--- src/rtl/jtag_chain_pkg.sv ---
package jtag_chain_pkg;

   typedef enum logic [3:0] {
      ST_TLR    = 4'h0,
      ST_RTI    = 4'h1,
      ST_SEL_DR = 4'h2,
      ST_CAP_DR = 4'h3,
      ST_SH_DR  = 4'h4,
      ST_EX1_DR = 4'h5,
      ST_PAU_DR = 4'h6,
      ST_EX2_DR = 4'h7,
      ST_UPD_DR = 4'h8,
      ST_SEL_IR = 4'h9,
      ST_CAP_IR = 4'hA,
      ST_SH_IR  = 4'hB,
      ST_EX1_IR = 4'hC,
      ST_PAU_IR = 4'hD,
      ST_EX2_IR = 4'hE,
      ST_UPD_IR = 4'hF
   } tap_state_e;

   localparam int unsigned ID_W = 32;

   function automatic tap_state_e tap_next(input tap_state_e s, input logic m);
      case (s)
         ST_TLR:    return m ? ST_TLR    : ST_RTI;
         ST_RTI:    return m ? ST_SEL_DR : ST_RTI;
         ST_SEL_DR: return m ? ST_SEL_IR : ST_CAP_DR;
         ST_CAP_DR: return m ? ST_EX1_DR : ST_SH_DR;
         ST_SH_DR:  return m ? ST_EX1_DR : ST_SH_DR;
         ST_EX1_DR: return m ? ST_UPD_DR : ST_PAU_DR;
         ST_PAU_DR: return m ? ST_EX2_DR : ST_PAU_DR;
         ST_EX2_DR: return m ? ST_UPD_DR : ST_SH_DR;
         ST_UPD_DR: return m ? ST_SEL_DR : ST_RTI;
         ST_SEL_IR: return m ? ST_TLR    : ST_CAP_IR;
         ST_CAP_IR: return m ? ST_EX1_IR : ST_SH_IR;
         ST_SH_IR:  return m ? ST_EX1_IR : ST_SH_IR;
         ST_EX1_IR: return m ? ST_UPD_IR : ST_PAU_IR;
         ST_PAU_IR: return m ? ST_EX2_IR : ST_PAU_IR;
         ST_EX2_IR: return m ? ST_UPD_IR : ST_SH_IR;
         default:   return m ? ST_SEL_DR : ST_RTI;
      endcase
   endfunction

endpackage

--- src/rtl/tap_fsm.sv ---
module tap_fsm
   import jtag_chain_pkg::*;
(
   input  logic       tck,
   input  logic       trst_n,
   input  logic       tms,
   output tap_state_e state
);

   always_ff @(posedge tck or negedge trst_n) begin
      if (!trst_n) state <= ST_TLR;
      else         state <= tap_next(state, tms);
   end

   // run of TMS-high edges, saturating at five
   logic [2:0] hi_run;
   always_ff @(posedge tck or negedge trst_n) begin
      if (!trst_n)        hi_run <= 3'd0;
      else if (!tms)      hi_run <= 3'd0;
      else if (hi_run < 3'd5) hi_run <= hi_run + 3'd1;
   end

   AST_TRST_TLR: assert property (@(posedge tck) disable iff (!trst_n)
      !$past(trst_n) |-> state == ST_TLR);

   AST_TMS_FIVE: assert property (@(posedge tck) disable iff (!trst_n)
      hi_run == 3'd5 |-> state == ST_TLR);

endmodule

--- src/rtl/tap_unit.sv ---
module tap_unit
   import jtag_chain_pkg::*;
#(
   parameter int unsigned          IR_W   = 4,
   parameter bit                   HAS_ID = 1'b1,
   parameter logic [IR_W-1:0]      ID_OP  = '0,
   parameter logic [ID_W-1:0]      ID_VAL = 32'h0000_0001
)(
   input  logic       tck,
   input  logic       trst_n,
   input  logic       tms,
   input  logic       si,
   input  logic       gated,
   output logic       so,
   output logic       oe,
   output tap_state_e state_o
);

   localparam logic [IR_W-1:0] CAP_PAT = {{(IR_W-1){1'b0}}, 1'b1};
   localparam logic [IR_W-1:0] RST_IR  = HAS_ID ? ID_OP : {IR_W{1'b1}};

   if (IR_W < 2) begin : g_bad_width
      $error("tap_unit: IR_W must be at least 2");
   end
   if (HAS_ID && (ID_OP == {IR_W{1'b1}})) begin : g_bad_op
      $error("tap_unit: identification opcode collides with bypass");
   end
   if (HAS_ID && !ID_VAL[0]) begin : g_bad_id
      $error("tap_unit: identification value must have bit 0 set");
   end

   tap_state_e st;
   tap_fsm u_fsm (.tck(tck), .trst_n(trst_n), .tms(tms), .state(st));
   assign state_o = st;

   logic [IR_W-1:0] ir_sr, ir_q;
   logic            byp;
   logic            id_bit;
   logic            sel_id;
   logic            ser;
   logic            in_shift;

   assign in_shift = (st == ST_SH_IR) || (st == ST_SH_DR);
   assign sel_id   = HAS_ID && !gated && (ir_q == ID_OP);

   always_ff @(posedge tck or negedge trst_n) begin
      if (!trst_n) begin
         ir_q  <= RST_IR;
         ir_sr <= '0;
         byp   <= 1'b0;
      end else begin
         case (st)
            ST_TLR:    ir_q  <= RST_IR;
            ST_CAP_IR: begin ir_sr <= CAP_PAT; byp <= 1'b0; end
            ST_SH_IR:  begin ir_sr <= {si, ir_sr[IR_W-1:1]}; byp <= si; end
            ST_UPD_IR: if (!gated) ir_q <= ir_sr;
            ST_CAP_DR: byp <= 1'b0;
            ST_SH_DR:  byp <= si;
            default:   ;
         endcase
      end
   end

   if (HAS_ID) begin : g_id
      logic [ID_W-1:0] id_sr;
      always_ff @(posedge tck or negedge trst_n) begin
         if (!trst_n)             id_sr <= '0;
         else if (st == ST_CAP_DR) id_sr <= ID_VAL;
         else if (st == ST_SH_DR)  id_sr <= {si, id_sr[ID_W-1:1]};
      end
      assign id_bit = id_sr[0];
   end else begin : g_no_id
      assign id_bit = 1'b0;
   end

   always_comb begin
      if (st == ST_SH_IR)      ser = gated ? byp : ir_sr[0];
      else if (st == ST_SH_DR) ser = sel_id ? id_bit : byp;
      else                     ser = byp;
   end

   always_ff @(negedge tck or negedge trst_n) begin
      if (!trst_n) begin
         so <= 1'b0;
         oe <= 1'b0;
      end else begin
         oe <= in_shift;
         if (in_shift) so <= ser;
      end
   end

   AST_OE_SHIFT: assert property (@(posedge tck) disable iff (!trst_n)
      oe == in_shift);

   AST_GATED_IR_HOLD: assert property (@(posedge tck) disable iff (!trst_n)
      (gated && st == ST_UPD_IR) |=> $stable(ir_q));

endmodule

--- src/rtl/jtag_dual_chain.sv ---
module jtag_dual_chain
   import jtag_chain_pkg::*;
#(
   parameter int unsigned      DBG_IR_W  = 4,
   parameter int unsigned      DEV_IR_W  = 6,
   parameter logic [DBG_IR_W-1:0] DBG_ID_OP = 4'b1110,
   parameter logic [DEV_IR_W-1:0] DEV_ID_OP = 6'b001001,
   parameter logic [ID_W-1:0]  DBG_ID    = 32'h3BA0_5C2D,
   parameter logic [ID_W-1:0]  DEV_ID    = 32'h1C84_E093
)(
   input  logic tck,
   input  logic trst_n,
   input  logic tms,
   input  logic tdi,
   input  logic cpu_active,
   input  logic fuse_dis,
   input  logic cfg_dis,
   output logic tdo,
   output logic tdo_oe
);

   logic       link;
   logic       dbg_oe;
   logic       dev_gate;
   tap_state_e dbg_st, dev_st;

   assign dev_gate = fuse_dis | cfg_dis;

   tap_unit #(
      .IR_W(DBG_IR_W), .HAS_ID(1'b1), .ID_OP(DBG_ID_OP), .ID_VAL(DBG_ID)
   ) u_dbg (
      .tck(tck), .trst_n(trst_n), .tms(tms), .si(tdi), .gated(cpu_active),
      .so(link), .oe(dbg_oe), .state_o(dbg_st)
   );

   tap_unit #(
      .IR_W(DEV_IR_W), .HAS_ID(1'b1), .ID_OP(DEV_ID_OP), .ID_VAL(DEV_ID)
   ) u_dev (
      .tck(tck), .trst_n(trst_n), .tms(tms), .si(link), .gated(dev_gate),
      .so(tdo), .oe(tdo_oe), .state_o(dev_st)
   );

   AST_LOCKSTEP: assert property (@(posedge tck) disable iff (!trst_n)
      dbg_st == dev_st);

   AST_OE_ALIGN: assert property (@(posedge tck) disable iff (!trst_n)
      dbg_oe == tdo_oe);

endmodule

--- config.mk ---
export PLATFORM = sky130hd
export DESIGN_NAME = jtag_dual_chain
export DESIGN_NICKNAME = d
export VERILOG_FILES = /design/src/rtl/jtag_chain_pkg.sv /design/src/rtl/tap_fsm.sv /design/src/rtl/tap_unit.sv /design/src/rtl/jtag_dual_chain.sv
export SDC_FILE = /design/constraint.sdc
export NUM_CORES = 1
export LEC_CHECK = 0
export CORE_MARGIN = 2
export CORE_UTILIZATION = 55
export CTS_CLUSTER_DIAMETER = 30
export DETAILED_ROUTE_END_ITERATION = 8
export PLACE_DENSITY = 0.87
export SYNTH_ARGS = -nofsm -noshare
export SYNTH_HDL_FRONTEND = slang
export SYNTH_SLANG_ARGS = --single-unit
--- constraint.sdc ---
create_clock -name tck -period 1.7 [get_ports tck]
set_clock_uncertainty 0.2 [all_clocks]
set_input_delay 0.34 -clock tck [delete_from_list [all_inputs] [get_ports tck]]
set_output_delay 0.34 -clock tck [all_outputs]
set_load 0.01 [all_outputs]
# ---- Word level (Yosys, flattened, before mapping)
# Index checks and enable logic that the tools add are counted.
dict set report totals {
  ff_bits 97
  word_cells 104
}
dict set report classes {
  n_eq_ne 30
  mux 34
  bitwise 1
  reduce_logical 26
}
# operator count
set ops {}
lappend ops {{$mux W32} 4}
lappend ops {{$pmux W4 S11} 2}
lappend ops {{$eq A4 B4 Y1 const B} 15}
lappend ops {{$eq A4 B3 Y1 const B} 8}
lappend ops {{$pmux W6 S2} 2}
lappend ops {{$mux W4} 5}
lappend ops {{$eq A4 B2 Y1 const B} 4}
lappend ops {{$pmux W4 S2} 2}
lappend ops {{$reduce_bool A2 Y1} 8}
lappend ops {{$reduce_or A2 Y1} 8}
lappend ops {{$mux W1} 11}
lappend ops {{$logic_not A4 Y1} 2}
lappend ops {{$eq A6 B4 Y1 const B} 1}
lappend ops {{$mux W2} 3}
lappend ops {{$mux W3} 2}
lappend ops {{$mux W6} 1}
lappend ops {{$ne A2 B2 Y1 const B} 2}
lappend ops {{$pmux W1 S2} 2}
lappend ops {{$reduce_and A2 Y1} 2}
lappend ops {{$logic_and A1 B1 Y1} 2}
lappend ops {{$logic_not A1 Y1} 2}
lappend ops {{$logic_or A1 B1 Y1} 2}
lappend ops {{$or A1 B1 Y1} 1}

# ---- Longest topological paths before layout
dict set report depth {
  ltp_word 6
  mapped_depth 7
  ltp_nobuf 4
}

# ---- Hierarchy
# From an unflattened synthesis, not the netlist that was laid out.
dict set report unflattened {
  cells_unflattened 390
  hier_area_um2 4429.2
}
# mod n_inst cells_per_inst area_each_um2
set modules_own_cells {}
lappend modules_own_cells {{tap_unit (u_dev)} 1 170 2005.7}
lappend modules_own_cells {{tap_unit (u_dbg)} 1 145 1774.2}
lappend modules_own_cells {tap_fsm 2 37 321.6}
lappend modules_own_cells {jtag_dual_chain 1 1 6.3}

==> results.sh <==
export IMPL_status="finished with violations"
export IMPL_violations="setup timing"
export IMPL_seq_area_sq_mm=0.00244
export IMPL_critPathSlowestCell="dfstp_2"
export IMPL_max_cap_viol_count=0
export IMPL_portBuffers=8
export IMPL_ant_nets=0
export IMPL_swShare_pct=38.2
export IMPL_setup_violations=44
export IMPL_core_area_sq_mm=0.00729
export IMPL_internal_power_mw=6.03
export IMPL_synth_edff_count=0
export IMPL_area_delta_synth_final_pct=25.1
export IMPL_clkSinkCount=97
export IMPL_synth_main_ff_cell="dfrtp_1"
export IMPL_synth_avg_cell_area_sq_um=9.91
export IMPL_root_buffer="clkbuf_8"
export IMPL_cts_buffer_depth=2
export IMPL_cts_tree="built"
export IMPL_cts_made_buffers=9
export IMPL_worst_pin_slew_ns=0.369
export IMPL_dr_pass1_iters=4
export IMPL_dieArea_sq_mm=0.00830
export IMPL_fp_row_count=31
export IMPL_power_leakage_nw=2.31
export IMPL_crit_chain="nor4bb_4, nand3_1, mux2i_1, a32oi_1"
export IMPL_cp_slowest_stage_delay_ns=0.55
export IMPL_fin_nets=478
export IMPL_grt_setup_unrepaired="true"
export IMPL_cts_htree_levels=3
export IMPL_synth_seq_area_share_pct=58.3
export IMPL_ys_warn_count=0
export IMPL_fin_ws_ns=-0.697
export IMPL_fillers=514
export IMPL_total_power_mw=9.75
export IMPL_insertion_delay_ns=0.38
export IMPL_syn_instance_count=421
export IMPL_cp_start_kind="flop"
export IMPL_grt_usage_pct=22.9
export IMPL_vias=3330
export IMPL_setup_tns_ns=-9.61
export IMPL_synth_nets=428
export IMPL_synth_area_sq_mm=0.00417
export IMPL_grt_max_degree=63
export IMPL_viasPerCell=5.79
export IMPL_first_iter_violations=216
export IMPL_synthArstFlopShare_pct=100
export IMPL_gp_congestion=0.789
export IMPL_num_antenna_cells=0
export IMPL_antenna_found_initial=0
export IMPL_drcViolationCount=0
export IMPL_drive_gt1_share_pct=25.4
export IMPL_p_switching_mw=3.72
export IMPL_power_frac_seq_pct=39.8
export IMPL_wl_per_cell_um=16.1
export IMPL_grt_pass1_wl_um=15300
export IMPL_relSlewSlack_pct=75.4
export IMPL_final_max_slew_violation_count=0
export IMPL_fp_dieW_um=91.1
export IMPL_comb_power_share_pct=45.3
export IMPL_grt_pass1_vias=3285
export IMPL_ios=9
export IMPL_wl_um=9260
export IMPL_final_hold_violation_count=0
export IMPL_design_area_sq_mm=0.00522
export IMPL_place_hpwl_um=5390
export IMPL_critPathMaxFanout=2
export IMPL_start_util_pct=57.2
export IMPL_cp_required_ns=0.85
export IMPL_ys_types=47
export IMPL_ys_seq_elements=97
export IMPL_multi_input_area_sq_mm=0.00176
export IMPL_place_ws_ns=-0.896
export IMPL_clkTransAtPathRegs_ns=0.11
export IMPL_powerDensity_mw_per_mm2=1870
export IMPL_hold_slack_ns=0.129
export IMPL_p_clk_share_pct=14.9
export IMPL_crit_path_end_kind="flop"
export IMPL_crit_type="flop to flop"
export IMPL_die_h_um=91.1
export IMPL_ir_drop_uv=1090
export IMPL_gr_total_overflow=0
export IMPL_hold_class="input port to async pin"
export IMPL_crit_arrival_ns=1.54
export IMPL_placed_cell_area_sq_mm=0.00464
## what timing repair did
action,CTS,global route
endpoints found under the hold margin,91,0
hold buffers,1,0
cloned,3,1
pin swaps,27,12
gates resized for setup,50,33
buffers inserted,10,7
setup endpoints to repair,60,84
## cell usage after synthesis (2+ instances only)
cell type / n / area share (%)
o21ai_0: 24 / 2.9
a21oi_1: 35 / 4.2
nor2_1: 22 / 2.0
a22oi_1: 2 / 0.36
nand2b_1: 3 / 0.45
buf_1: 7 / 0.63
and3_1: 2 / 0.30
o22a_1: 20 / 4.2
dfrtp_1: 89 / 53
o211ai_1: 5 / 0.90
buf_2: 6 / 0.72
clkbuf_1: 16 / 1.4
o31ai_1: 2 / 0.36
nor3_1: 8 / 0.96
nand3_1: 16 / 1.9
o22ai_1: 2 / 0.30
dfrtn_1: 3 / 1.8
or3_1: 3 / 0.45
nand2_1: 87 / 7.8
o21a_1: 2 / 0.36
a22o_1: 16 / 3.4
inv_1: 11 / 0.99
a211oi_1: 2 / 0.36
dfstp_2: 5 / 3.1
nand4_1: 3 / 0.45
nor2b_1: 4 / 0.60
mux2i_1: 6 / 1.4
## final cells by class
type | instances | share of cell area, %
inverter | 11 | 0.863
multi-input combinational | 285 | 33.7
sequential | 97 | 46.7
timing repair buffer | 67 | 12.7
tap | 99 | 2.37
clock inverter | 7 | 1.27
clock buffer | 9 | 2.37
## cells by family after synthesis
kind of cell	after synthesis	share of synthesized area, %
simple gates	156	16.6
compound gates	120	19.4
flops	97	58.3
buf+inv	41	4.05
mux	7	1.71
## state kept, by name (all words and copies together), names as in the netlist
name,count
u_dev.ir_sr,6
u_dbg.ir_sr,4
u_dbg.so,1
u_dev.so,1
u_dbg.byp,1
u_dbg.g_id.id_sr,32
u_dev.u_fsm.state,4
u_dev.ir_q,6
u_dbg.ir_q,4
u_dev.byp,1
u_dev.oe,1
u_dev.g_id.id_sr,32
u_dbg.u_fsm.state,4
## power groups by stage
stage	registers, mW	logic (mW)	clock network (mW)
floorplan	3.72	2.45	0
global placement	3.81	3.29	0
detailed placement	3.87	3.47	0
CTS	3.85	4.11	1.48
global route	3.97	4.82	1.58
finish	3.88	4.41	1.45
## stage by stage
step                      util [%]  instances
after global placement        63.6        541
after detailed placement      63.6        541
after floorplan                  -        421
after global routing          71.6        575
after CTS                     70.0        570
final                         71.6        575
## final timing paths
check	start	slack (ns)	cells after the start	end
worst max-delay path	u_dev.ir_q[3]$_DFFE_PN1P_	-0.70	4	u_dev.so$_DFFE_NN0P_
worst min-delay path	trst_n	0.13	2	u_dev.u_fsm.state[3]$_DFF_PN0_
worst max register to register	u_dev.ir_q[3]$_DFFE_PN1P_	-0.70	4	u_dev.so$_DFFE_NN0P_
worst min register to register	u_dev.ir_q[3]$_DFFE_PN1P_	0.28	2	u_dev.ir_q[3]$_DFFE_PN1P_
max in group asynchronous	trst_n	0.20	2	u_dbg.so$_DFFE_NN0N_
min in group tck	u_dev.ir_q[3]$_DFFE_PN1P_	0.28	2	u_dev.ir_q[3]$_DFFE_PN1P_
## critical path: cells and delay by family (launching register included)
kind / cells / cell delay, ns
AND/OR/NAND/NOR: 2 / 0.39
AO/OA/AOI/OAI: 1 / 0.06
flip-flops: 1 / 0.55
multiplexers: 1 / 0.17
## layer usage
layer  up-vias  share of wire, %  track usage, %
met2        74                50            36.9
met1      1658                45            31.1
met4         0               2.4            10.5
li1       1578                 -               -
met5         -                 0               0
met3        20               2.8            3.15
## cell usage in the layout (no fill, tap or decap), types with 5 or more instances in the layout
cell type | netlist | routed
a22o_1 | 16 | 16
a21oi_1 | 35 | 31
clkbuf_8 | 0 | 9
o21ai_1 | 0 | 7
o21ai_0 | 24 | 15
dfstp_2 | 5 | 5
nor2_1 | 22 | 17
buf_6 | 1 | 12
dfrtp_1 | 89 | 87
buf_12 | 0 | 5
nor3_1 | 8 | 6
buf_4 | 0 | 39
o22a_1 | 20 | 20
o211ai_1 | 5 | 5
inv_1 | 11 | 9
mux2i_1 | 6 | 6
nand3_1 | 16 | 15
nand2_1 | 87 | 81
No activity file was read; power rests on OpenSTA's default activity.
